--- src/rtl/pin_mon_pkg.sv ---
package pin_mon_pkg;
    localparam int THR_W = 4;
    typedef logic [THR_W-1:0] thr_t;

    function automatic thr_t norm_thr(input thr_t raw);
        return (raw == '0) ? thr_t'(1) : raw;
    endfunction
endpackage

--- src/rtl/pin_rb_sync.sv ---
module pin_rb_sync #(
    parameter int WIDTH  = 4,
    parameter int STAGES = 2
) (
    input  logic             clk,
    input  logic             rst_n,
    input  logic [WIDTH-1:0] async_in,
    output logic [WIDTH-1:0] sync_out
);
    typedef struct packed {
        logic [STAGES-1:0][WIDTH-1:0] chain;
    } sync_st_t;

    sync_st_t st_d, st_q;

    always_comb begin
        st_d = st_q;
        st_d.chain[0] = async_in;
        for (int s = 1; s < STAGES; s++) begin
            st_d.chain[s] = st_q.chain[s-1];
        end
    end

    always_ff @(posedge clk or negedge rst_n) begin
        if (!rst_n) st_q <= '0;
        else        st_q <= st_d;
    end

    assign sync_out = st_q.chain[STAGES-1];
endmodule

--- src/rtl/pin_lane.sv ---
module pin_lane
    import pin_mon_pkg::*;
#(
    parameter int SYNC_STAGES = 2
) (
    input  logic clk,
    input  logic rst_n,
    input  logic drv_val,
    input  logic oe_eff,
    input  logic rb_sync,
    input  logic settle2,
    input  thr_t thr,
    input  logic autodis,
    input  logic clr,
    output logic gnd_flag,
    output logic vdd_flag,
    output logic dis_flag
);
    localparam int DEPTH = SYNC_STAGES + 1;
    localparam int ALIGN = SYNC_STAGES - 1;

    typedef struct packed {
        logic [DEPTH-1:0] val;
        logic [DEPTH-1:0] oe;
        thr_t             cnt;
        logic             gnd;
        logic             vdd;
        logic             dis;
    } lane_st_t;

    lane_st_t st_d, st_q;

    logic           steady;
    logic           cmp_en;
    logic           miss;
    logic           declare;
    logic [THR_W:0] cnt_next;

    always_comb begin
        st_d     = st_q;
        st_d.val = {st_q.val[DEPTH-2:0], drv_val};
        st_d.oe  = {st_q.oe[DEPTH-2:0], oe_eff};

        steady   = !settle2 ||
                   (st_q.oe[ALIGN+1] && (st_q.val[ALIGN+1] == st_q.val[ALIGN]));
        cmp_en   = st_q.oe[ALIGN] && steady;
        miss     = cmp_en && (st_q.val[ALIGN] != rb_sync);
        cnt_next = {1'b0, st_q.cnt} + {{THR_W{1'b0}}, 1'b1};
        declare  = miss && (cnt_next >= {1'b0, thr});

        if (cmp_en) begin
            if (!miss || declare) st_d.cnt = '0;
            else                  st_d.cnt = cnt_next[THR_W-1:0];
        end

        if (clr) begin
            st_d.gnd = 1'b0;
            st_d.vdd = 1'b0;
            st_d.dis = 1'b0;
        end

        if (declare) begin
            if (st_q.val[ALIGN]) st_d.gnd = 1'b1;
            else                 st_d.vdd = 1'b1;
            if (autodis)         st_d.dis = 1'b1;
        end
    end

    always_ff @(posedge clk or negedge rst_n) begin
        if (!rst_n) st_q <= '0;
        else        st_q <= st_d;
    end

    assign gnd_flag = st_q.gnd;
    assign vdd_flag = st_q.vdd;
    assign dis_flag = st_q.dis;
endmodule

--- src/rtl/pin_short_mon.sv ---
module pin_short_mon
    import pin_mon_pkg::*;
#(
    parameter int N_PINS      = 4,
    parameter int SYNC_STAGES = 2
) (
    input  logic              clk,
    input  logic              rst_n,
    input  logic [N_PINS-1:0] drv_val,
    input  logic [N_PINS-1:0] drv_oe,
    input  logic [N_PINS-1:0] pad_in,
    input  logic              cfg_settle2,
    input  logic [THR_W-1:0]  cfg_thresh,
    input  logic              cfg_autodis,
    input  logic [N_PINS-1:0] irq_mask,
    input  logic              clr_wr,
    input  logic [N_PINS-1:0] clr_bits,
    output logic [N_PINS-1:0] pad_out,
    output logic [N_PINS-1:0] pad_oe,
    output logic [N_PINS-1:0] flt_gnd,
    output logic [N_PINS-1:0] flt_vdd,
    output logic              fault_irq
);
    logic [N_PINS-1:0] rb_sync;
    logic [N_PINS-1:0] dis_vec;
    thr_t              thr_eff;

    assign thr_eff = norm_thr(cfg_thresh);
    assign pad_out = drv_val;
    assign pad_oe  = drv_oe & ~dis_vec;

    pin_rb_sync #(
        .WIDTH  (N_PINS),
        .STAGES (SYNC_STAGES)
    ) u_sync (
        .clk      (clk),
        .rst_n    (rst_n),
        .async_in (pad_in),
        .sync_out (rb_sync)
    );

    for (genvar p = 0; p < N_PINS; p++) begin : g_lane
        pin_lane #(
            .SYNC_STAGES (SYNC_STAGES)
        ) u_lane (
            .clk      (clk),
            .rst_n    (rst_n),
            .drv_val  (drv_val[p]),
            .oe_eff   (pad_oe[p]),
            .rb_sync  (rb_sync[p]),
            .settle2  (cfg_settle2),
            .thr      (thr_eff),
            .autodis  (cfg_autodis),
            .clr      (clr_wr && clr_bits[p]),
            .gnd_flag (flt_gnd[p]),
            .vdd_flag (flt_vdd[p]),
            .dis_flag (dis_vec[p])
        );
    end

    assign fault_irq = |((flt_gnd | flt_vdd) & ~irq_mask);
endmodule

--- config.mk ---
export PLATFORM = sky130hd
export DESIGN_NAME = pin_short_mon
export DESIGN_NICKNAME = d
export VERILOG_FILES = /design/src/rtl/pin_mon_pkg.sv /design/src/rtl/pin_rb_sync.sv /design/src/rtl/pin_lane.sv /design/src/rtl/pin_short_mon.sv
export SDC_FILE = /design/constraint.sdc
export NUM_CORES = 1
export LEC_CHECK = 0
export BUFFER_PORTS_ARGS = -buffer_cell sky130_fd_sc_hd__buf_4
export CORE_UTILIZATION = 60
export DETAILED_ROUTE_END_ITERATION = 6
export PLACE_DENSITY = 0.84
export RECOVER_POWER = 100
export SETUP_SLACK_MARGIN = 0.02
export SKIP_LAST_GASP = 1
export SYNTH_ARGS = -nofsm -noshare
export SYNTH_HDL_FRONTEND = slang
export SYNTH_SLANG_ARGS = --single-unit
--- constraint.sdc ---
create_clock -name clk -period 5.3 [get_ports clk]
set_input_delay 0.265 -clock clk [delete_from_list [all_inputs] [get_ports clk]]
set_output_delay 0.265 -clock clk [all_outputs]
set_load 0.05 [all_outputs]
==> run metrics, run 1 <==
setup repair bufs after CTS 0; Final nets around 330; worst setup path category primary input to asynchronous set/reset pin; Post-CTS Resized 0; Global Route Usage Sum 24.65%; hold_ws around 0.05 ns; max-cap viol count 1; Hold-fix buffers, CTS 0; Layout area overhead 14.89%; CP endpoint kind asynchronous set/reset pin; crit start category primary input; Post-synth EDFFs 0; RSZ-0062 raised after global routing no; peak supply drop between 200 and 300 uV; clock buffer depth 2; multi-input logic area about 1100 um2; Sink Count 60; Die Height roughly 70 um; post-route ant nets 0; Sequential cell area ~1500 um2; final hold violations 0; Netlist Area Pre-Place roughly 2800 um2; status finished, violations left; Worst EP required about 5 ns; Slew Limit Fails roughly 60; most frequent cells in the layout 60 x dfrtp_1, 23 x nand2_1, 19 x clkbuf_1, 19 x buf_4; Tot Pwr 1.348 mW; worst reg2reg path depth 7; Arr. time, crit path 2.41 ns; critical-path cell list clkbuf_1; Vias/cell 5.671; Setup Viol. Count Final 0; worst slew pin tran 3.037 ns; fin crit period approximately 2.6 ns; Post-route DRC 0; cell row count 24; critical path fanouts, max 60; Starting Density a little over three fifths; PD cells 423.0 nW/um2; CTS tree built; Ys Warns 0; Num CTS Buffers 9; die width about 70 um; root buf cell clkbuf_8; worst skew pair latency 0.34 ns; commonest non-fill, non-tap cell in the layout dfrtp_1; CP delay by family, top buffers and inverters; post-synthesis sequential area ratio a little over half; drt first pass iters 4; failing checks max-capacitance violations, max-slew violations; maximum clock rate 0.3804 GHz; GRT overflow 0; count of cell types in the netlist 37; n_diodes 0; initial antenna violation count 0; Leak Pwr 1.509 nW; first-pass GRT wire length ~9100 um; H-tree lvl count 3; Final Wtd Congestion 0.8190; Buf+Inv Stages, Crit Path 1; skew final between 0.004 and 0.005 ns; vias 1911; die area between 4000 and 5000 um2; DRT iter0 DRCs between 70 and 80; # fillers 342; Yosys reg bits 60; CP max stage cell clkbuf_1; fraction of registers with async set/reset between 90% and 100%; final worst-path cycle share 49.60%; number of top-level pins between 40 and 50; share of cells above drive strength 1 a little under a fifth; vias in the first global route a little under 2000; Most used DFF post-synth dfrtp_1; CP max stage delay 2.11 ns; largest net degree at the start of global routing about 60; Worst Hold Class primary input to flop; wire per inst ~15 um; WP depth 1; Avg Cell Area, Syn between 10 and 15 um2; core area around 4400 um2; HPWL Detailed between 3000 and 4000 um; number of port buffers 45; setup_tns 0 ns; Clock Pin Slew Worst Setup and Hold Paths 0.06 ns; Hold Crit Depth 1; slew margin rel. -102.4%; Post-Syn Instances 240; DRT Wirelength 5223 um; Net Count, Synth 286
registers in the layout (all words and copies together), names as in the netlist:
name,cells
u_sync.sync_out,4
g_lane.u_lane.st_d,16
u_sync.st_d,4
g_lane.u_lane.dis_flag,4
g_lane.u_lane.st_q,24
g_lane.u_lane.gnd_flag,4
g_lane.u_lane.vdd_flag,4
where the power goes:
part           switching (mW)  total, mW  internal (mW)
Clock                   0.175      0.416          0.241
Combinational           0.211      0.348          0.137
Sequential             0.0608      0.584          0.523
Total                   0.447       1.35          0.901
worst paths after layout:
check                                          from                       end  slack [ns]
setup / recovery                              rst_n  g_lane[1].u_lane.st_q[6]        2.67
hold / removal                            pad_in[2]            u_sync.st_d[6]        0.05
setup reg to reg           g_lane[0].u_lane.st_q[5]  g_lane[0].u_lane.st_q[3]        3.29
hold reg to reg            g_lane[3].u_lane.st_d[8]  g_lane[3].u_lane.st_d[9]        0.34
max in group clk           g_lane[0].u_lane.st_q[5]  g_lane[0].u_lane.st_q[3]        3.29
min in group asynchronous                     rst_n  g_lane[0].u_lane.st_q[4]        0.91
final cells by class:
class | count | share of cell area (%)
Clock inverter | 4 | 1.493
Multi-Input combinational cell | 148 | 34.09
Timing Repair Buffer | 45 | 8.484
Clock buffer | 12 | 4.870
Inverter | 16 | 1.885
Tap cell | 52 | 2.042
Sequential cell | 60 | 47.13
Yosys cell counts, types with 2 or more instances:
master	count	area, um2
and4_4	2	22.52
nand4bb_1	2	22.52
nor3b_1	2	15.01
mux2_2	3	33.78
o31a_2	2	20.02
nor2_1	6	22.52
xor2_1	6	52.55
o21ai_0	17	85.08
ha_1	17	212.7
buf_4	16	120.1
mux2i_1	2	20.02
nand2_1	23	86.33
a21oi_1	3	15.01
a22o_1	8	70.07
xnor2_1	8	70.07
nand2b_1	4	25.02
a211oi_1	2	15.01
o211ai_1	3	22.52
a22o_2	4	40.04
a31oi_1	4	25.02
inv_1	16	60.06
a32o_1	3	30.03
dfrtp_1	60	1501
nor2b_1	5	31.28
nand4b_1	2	17.52
a211o_1	2	17.52
nand3_1	8	40.04
logic make-up after synthesis:
kind of cell	after synthesis	synth area share (%)
and+or+nand+nor	57	10.92
muxes	5	1.940
DFF	60	54.15
AOI/OAI and AO/OA	55	14.40
adders and majority gates	17	7.671
buffers and inverters	32	6.498
xor gates and xnor gates	14	4.422
per-stage QoR:
step	utilization [%]	setup slack [ns]	instance area [um2]	std cells
2_1_floorplan	-	3.459	2773	240
3_3_place_gp	69.69	3.302	3055	321
3_5_place_dp	69.69	3.213	3055	321
4_1_cts	74.32	3.306	3258	337
5_1_grt	72.66	1.930	3186	337
6_report	72.66	2.671	3186	337
routing by layer:
| layer | GRT usage (%) | vias to the layer above | share of wire [%] |
|---|---|---|---|
| met5 | 0 | - | 0 |
| met4 | 12.89 | 0 | 2.4 |
| met3 | 7.504 | 14 | 4.3 |
| li1 | - | 925 | - |
| met1 | 31.62 | 923 | 45 |
| met2 | 37.82 | 49 | 49 |
Note: power is estimated with default switching activity, not from simulation.
==> run 2, diff against run 1 <==
Settings changed: CORE_UTILIZATION 60 to 56, PLACE_DENSITY 0.84 to 0.79.
Clock period 5.3 ns to 2.54 ns, I/O delays scaled along.
==> run 2 against run 1 <==
Against the previous run: the flow now finishes without violations; worst setup slack worse by 2.2 ns; wire length is 8.4% higher; first-iteration DRC count rose by 21%; non-clock buffer count up 9; final cell count grew 7.1%; sequential cell count did not move; cell area increased by 4.9%; register-to-register slack got worse by 2.8 ns; global-route usage decreased by 0.26 points; critical path depth rose by 5; critical path type is now flop to flop.
==> run metrics, run 2 (same netlist as run 1, synthesis figures left out) <==
status finished clean; Global Route Usage Sum about a quarter; worst slew pin tran 1.419 ns; worst setup path category flop to flop; Setup Viol. Count Final 0; Clock Pin Slew Worst Setup and Hold Paths roughly 0.07 ns; die area 5237 um2; CP Launch Point g_lane[0].u_lane.st_q[3]; switch share between 30% and 40%; peak supply drop approximately 800 uV; most frequent cells in the layout 60 x dfrtp_1, 23 x nand2_1, 19 x buf_4; CP max stage delay ~0.43 ns; vias in the first global route between 2000 and 2500; CP delay by family, top adder cells; maximum clock rate ~0.48 GHz; clock buffer depth 2; H-tree lvl count 3; Leak Pwr 1.568 nW; largest net degree at the start of global routing just over 60; max-cap viol count 0; Layout area overhead 20.49%; Final Wtd Congestion about 0.8; worst skew pair latency around 0.33 ns; Slew Limit Fails 0; drt first pass iters 4; CTS tree built; GRT overflow 0; n_diodes 0; max FFs per register 24; Arr. time, crit path around 2.3 ns; Vias/cell between 5 and 6; Comb pwr share between 20% and 30%; RSZ-0062 raised after global routing no; core area between 4000 and 5000 um2; post-route ant nets 0; power share of the clock group ~35%; PD cells ~900 nW/um2; wire per inst ~16 um; Buf+Inv Stages, Crit Path 0; share of cells above drive strength 1 18.37%; Hold Startpoint drv_oe[1]; cell row count 25; vias a little under 2000; first-pass GRT wire length between 9000 and 10000 um; Internal 2.042 mW; CP endpoint kind flop; Biggest register g_lane.u_lane.st_q; Worst EP required ~2.8 ns; Post-route DRC 0; Tot Pwr 2.998 mW; Starting Density around three fifths; skew final 0.004747 ns; Final nets around 340; DRT Wirelength 5662 um; Worst Hold Class primary input to flop; slew margin rel. approximately 5.4%; number of port buffers 45; Sequential Power Share approximately 40%; commonest non-fill, non-tap cell in the layout dfrtp_1; number of top-level pins 46; reg2reg start g_lane[0].u_lane.st_q[3]; root buf cell clkbuf_8; crit start category flop; Sw Pwr around 0.96 mW; Num CTS Buffers 9; setup_tns 0 ns; Die Height about 72 um; initial antenna violation count 0; critical path fanouts, max 5; DRT iter0 DRCs between 80 and 90; final worst-path cycle share 82.20%; critical-path cell list ha_1 -> ha_1 -> o21ai_0 -> a211o_1 -> and4_1 -> mux2_2; Sink Count 60; final hold violations 0; setup repair bufs after CTS 0; HPWL Detailed 3921 um; crit-path most repeated cell ha_1; fin crit period 2.088 ns; CP max stage cell dfrtp_1; die width 72.37 um
-- run 2: layout make-up --
type	instances	area [um2]
clock buffers	9	123.9
flip-flops and latches	60	1501
fillers	362	1414
inverters	16	60.06
clock inverters	7	123.9
multi-input cells	148	1086
repair buffers	54	361.6
well taps	67	83.83
-- run 2: power by group through the flow --
stage                     registers (mW)  clock network, mW  logic, mW
after detailed placement            1.24                  0      0.763
final                               1.22               1.04      0.739
after floorplan                     1.20                  0      0.594
after global routing                1.24               1.11      0.817
after CTS                           1.22               1.06      0.786
after global placement              1.23                  0      0.740
-- run 2: metal layers --
layer / track usage, % / wire length [um] / up-vias
met5: 0 / 0 / -
met4: 9.150 / 69 / 0
met3: 5.972 / 275 / 7
met2: 42.16 / 2967 / 68
met1: 29.54 / 2351 / 968
li1: - / - / 943
-- run 2: repair_timing --
action	in CTS	in global routing
gates resized for setup	0	0
hold buffers	9	0
endpoints found under the hold margin	68	0
-- run 2: per-stage QoR --
| step | cell area, um2 | worst slack [ns] | util, % | hold WS, ns | cells |
|---|---|---|---|---|---|
| floorplan | 2773 | 0.6991 | - | -0.1686 | 240 |
| global placement | 3074 | 0.5691 | 64.66 | 0.2334 | 336 |
| detailed placement | 3074 | 0.5424 | 64.66 | 0.2357 | 336 |
| CTS | 3412 | 0.5212 | 71.76 | 0.04425 | 361 |
| global route | 3341 | 0.3458 | 70.26 | 0.05017 | 361 |
| finish | 3341 | 0.4522 | 70.26 | 0.05354 | 361 |
-- run 2: worst paths after layout --
| check | to | slack (ns) | depth (start not counted) |
|---|---|---|---|
| max | g_lane[0].u_lane.st_q[3] | 0.45 | 6 |
| min | g_lane[1].u_lane.st_d[8] | 0.05 | 2 |
| max reg2reg | g_lane[0].u_lane.st_q[3] | 0.45 | 6 |
| max in group asynchronous | g_lane[3].u_lane.st_q[3] | 1.02 | 2 |
| min in group asynchronous | g_lane[0].u_lane.st_q[6] | 0.66 | 2 |
| min reg2reg | g_lane[0].u_lane.st_d[9] | 0.35 | 0 |
-- run 2: worst reg2reg max path: stages (launching register included) --
cell and delay, ns:
dfrtp_1 0.43, ha_1 0.35, ha_1 0.29, o21ai_0 0.08, a211o_1 0.27, and4_1 0.28
mux2_2 0.28
==> run 3, diff against run 2 <==
Settings changed: ABC_AREA set to 1, CORE_UTILIZATION 56 to 51, PLACE_DENSITY 0.79 to 0.76.
Clock period 2.54 ns to 1.7 ns, I/O delays scaled along.
==> run 3 against run 2 <==
Against the previous run: critical path depth up 4; highest routed layer unchanged; total power rose by 59%; the flow now finishes with violations (negative setup slack); synthesized cell count up 33%; largest power group unchanged; cell area rose by 18%; register-to-register slack got worse by 0.50 ns; combinational power is 130% higher; sequential cell count unchanged.
==> run metrics, run 3 <==
status finished, violations left; failing checks negative setup slack; Avg Cell Area, Syn 9.470 um2; initial antenna violation count 0; commonest non-fill, non-tap cell in the layout nand2_1; post-synthesis sequential area ratio 49.55%; Post-synth EDFFs 0; worst slew pin tran between 0.8 and 0.9 ns; Setup Viol. Count Final 4; Ys Warns 0; maximum clock rate between 0.5 and 0.6 GHz; r2r setup slk -0.05 ns; GRT overflow 0; Post-Syn Instances 320; Biggest register g_lane.u_lane.st_q; peak supply drop roughly 750 uV; vias 2355; count leader, synth nand2_1; Post-synth top cells 83 x nand2_1, 60 x dfrtp_1, 36 x inv_1; skew final between 0.006 and 0.007 ns; Post-route DRC 0; final worst setup slack -0.04649 ns; post-route ant nets 0; Global Route Usage Sum around a fifth; top cell type's share of synthesized area around half; first-pass GRT wire length 9742 um; RSZ-0062 raised after global routing yes; Leak Pwr just over 2 nW; slew margin rel. a little under half; Slew Limit Fails 0; crit start category flop; clock buffer depth 2; largest net degree at the start of global routing 61; Net Count, Synth about 370; number of port buffers 45; cell row count 27; most frequent cells in the layout 82 x nand2_1, 58 x dfrtp_1, 34 x buf_4; final hold violations 0; worst reg2reg path depth 10; count of cell types in the netlist 22; area post-placement 3413 um2; CTS tree built; CP Launch Point g_lane[3].u_lane.st_q[3]; final worst-path cycle share 102.7%; critical path fanouts, max 4; worst skew pair latency between 0.3 and 0.4 ns; DRT Wirelength about 6400 um; Hold Startpoint clr_bits[3]; CP Capture Point g_lane[3].u_lane.st_q[4]; wire per inst ~14 um; post-route cell area ~4000 um2; Critical R2R Capture g_lane[3].u_lane.st_q[4]; Most used DFF post-synth dfrtp_1; Sink Count 60; Final Wtd Congestion approximately 0.89; Netlist Area Pre-Place approximately 3000 um2; Final nets about 440; number of top-level pins 46; synth top area cells dfrtp_1 50%, nand2_1 10%, ha_1 7.0%, inv_1 4.5%, nand3_1 4.0%; share of cells above drive strength 1 about a third; H-tree lvl count 3; Arr. time, crit path roughly 2.0 ns; reg2reg start g_lane[3].u_lane.st_q[3]; Yosys reg bits 60; CP endpoint kind flop; n_diodes 0; fin crit period ~1.7 ns; core area 5608 um2; Worst Hold Class primary input to flop; multi-input logic area approximately 1500 um2; Num CTS Buffers 9; worst setup path category flop to flop; max FFs per register 24; max-cap viol count 0; HPWL Detailed around 4000 um; area leader, netlist dfrtp_1; Vias/cell a little over 5; Worst EP required between 1.5 and 2 ns; # fillers 449; die area between 6000 and 7000 um2; drt first pass iters 4; Clock Pin Slew Worst Setup and Hold Paths approximately 0.060 ns; Sequential cell area around 1500 um2; die width about 79 um; final core utilization a little over 70%; PD cells between 1000 and 1500 nW/um2; vias in the first global route 2214; root buf cell clkbuf_8; DRT iter0 DRCs 86; Starting Density between 50% and 60%; Layout area overhead 30.47%; Die Height slightly below 80 um; fraction of registers with async set/reset 100.0%
-- run 3: cell count changes after synthesis, moves of 6 or more --
cell and delta:
nand2_1 +60, inv_1 +20, nand2_2 +17, o21ai_0 -17
nand3_1 +16, nand4_1 +13, a22o_1 -8, inv_2 +8
nand3_2 +6
-- run 3: worst min path at each step --
stage                                     end  depth (start not counted)
finish              g_lane[3].u_lane.dis_flag                          4
global placement               u_sync.st_d[4]                          1
global route        g_lane[0].u_lane.gnd_flag                          4
CTS                 g_lane[2].u_lane.vdd_flag                          4
detailed placement             u_sync.st_d[4]                          1
floorplan           g_lane[0].u_lane.dis_flag                          0
-- run 3: kinds of logic (layout without fill, tap and decap cells) --
| group | Yosys count | in the layout | share of synthesized area, % |
|---|---|---|---|
| compound gates | 13 | 13 | 3.303 |
| xor+xnor | 9 | 9 | 2.601 |
| fa+ha+maj | 17 | 17 | 7.019 |
| buf+inv | 60 | 135 | 9.414 |
| flops | 60 | 60 | 49.55 |
| simple gates | 161 | 161 | 28.12 |
-- run 3: what timing repair did --
action	4_1_cts	5_1_grt
pin swaps	1	19
setup endpoints to repair	11	25
hold buffers	13	0
buffers inserted	2	7
resized for setup	4	35
hold endpoints to repair	72	0
-- run 3: layout make-up --
class                      instances  area share [%]
inverter                          44           4.177
timing repair buffer              77           13.89
clock buffer                      12           3.924
clock inverter                     2          0.8861
sequential                        60           38.04
multi-input combinational        200           36.80
tap                               72           2.278
-- run 3: critical path, cell delays in order, from the launching register on --
cell and delay [ns]:
dfrtp_2 0.44, ha_4 0.19, xor2_4 0.17, ha_4 0.23, nand2_2 0.08, inv_2 0.03
nand4_1 0.11, nand3_2 0.10, nor2_4 0.17, nand3_1 0.10, nand2_1 0.06
-- run 3: metrics by stage --
stage | setup TNS [ns] | instances | hold WS [ns] | worst slack (ns) | total power, mW
global placement | -0.0008893 | 431 | 0.1944 | -0.0006424 | 3.113
finish | -0.09160 | 467 | 0.03780 | -0.04649 | 4.757
CTS | -0.1340 | 460 | 0.01249 | -0.02597 | 4.496
detailed placement | -0.3967 | 431 | 0.1955 | -0.06960 | 3.159
global route | -1.514 | 467 | 0.03920 | -0.1305 | 5.016
floorplan | 0 | 320 | -0.2106 | 0.02157 | 2.763
-- run 3: report_power, final --
group | total [mW] | internal (mW) | switching [mW]
sequential | 1.80 | 1.62 | 0.185
combinational | 1.71 | 0.707 | 0.999
clock | 1.25 | 0.738 | 0.510
-- run 3: metal layers --
layer | global-route usage [%] | vias to the layer above | wire length [um]
li1 | - | 1150 | -
met1 | 26.72 | 1125 | 2707
met2 | 33.88 | 67 | 3205
met3 | 6.437 | 13 | 357
met4 | 8.364 | 0 | 111
met5 | 0 | - | 0
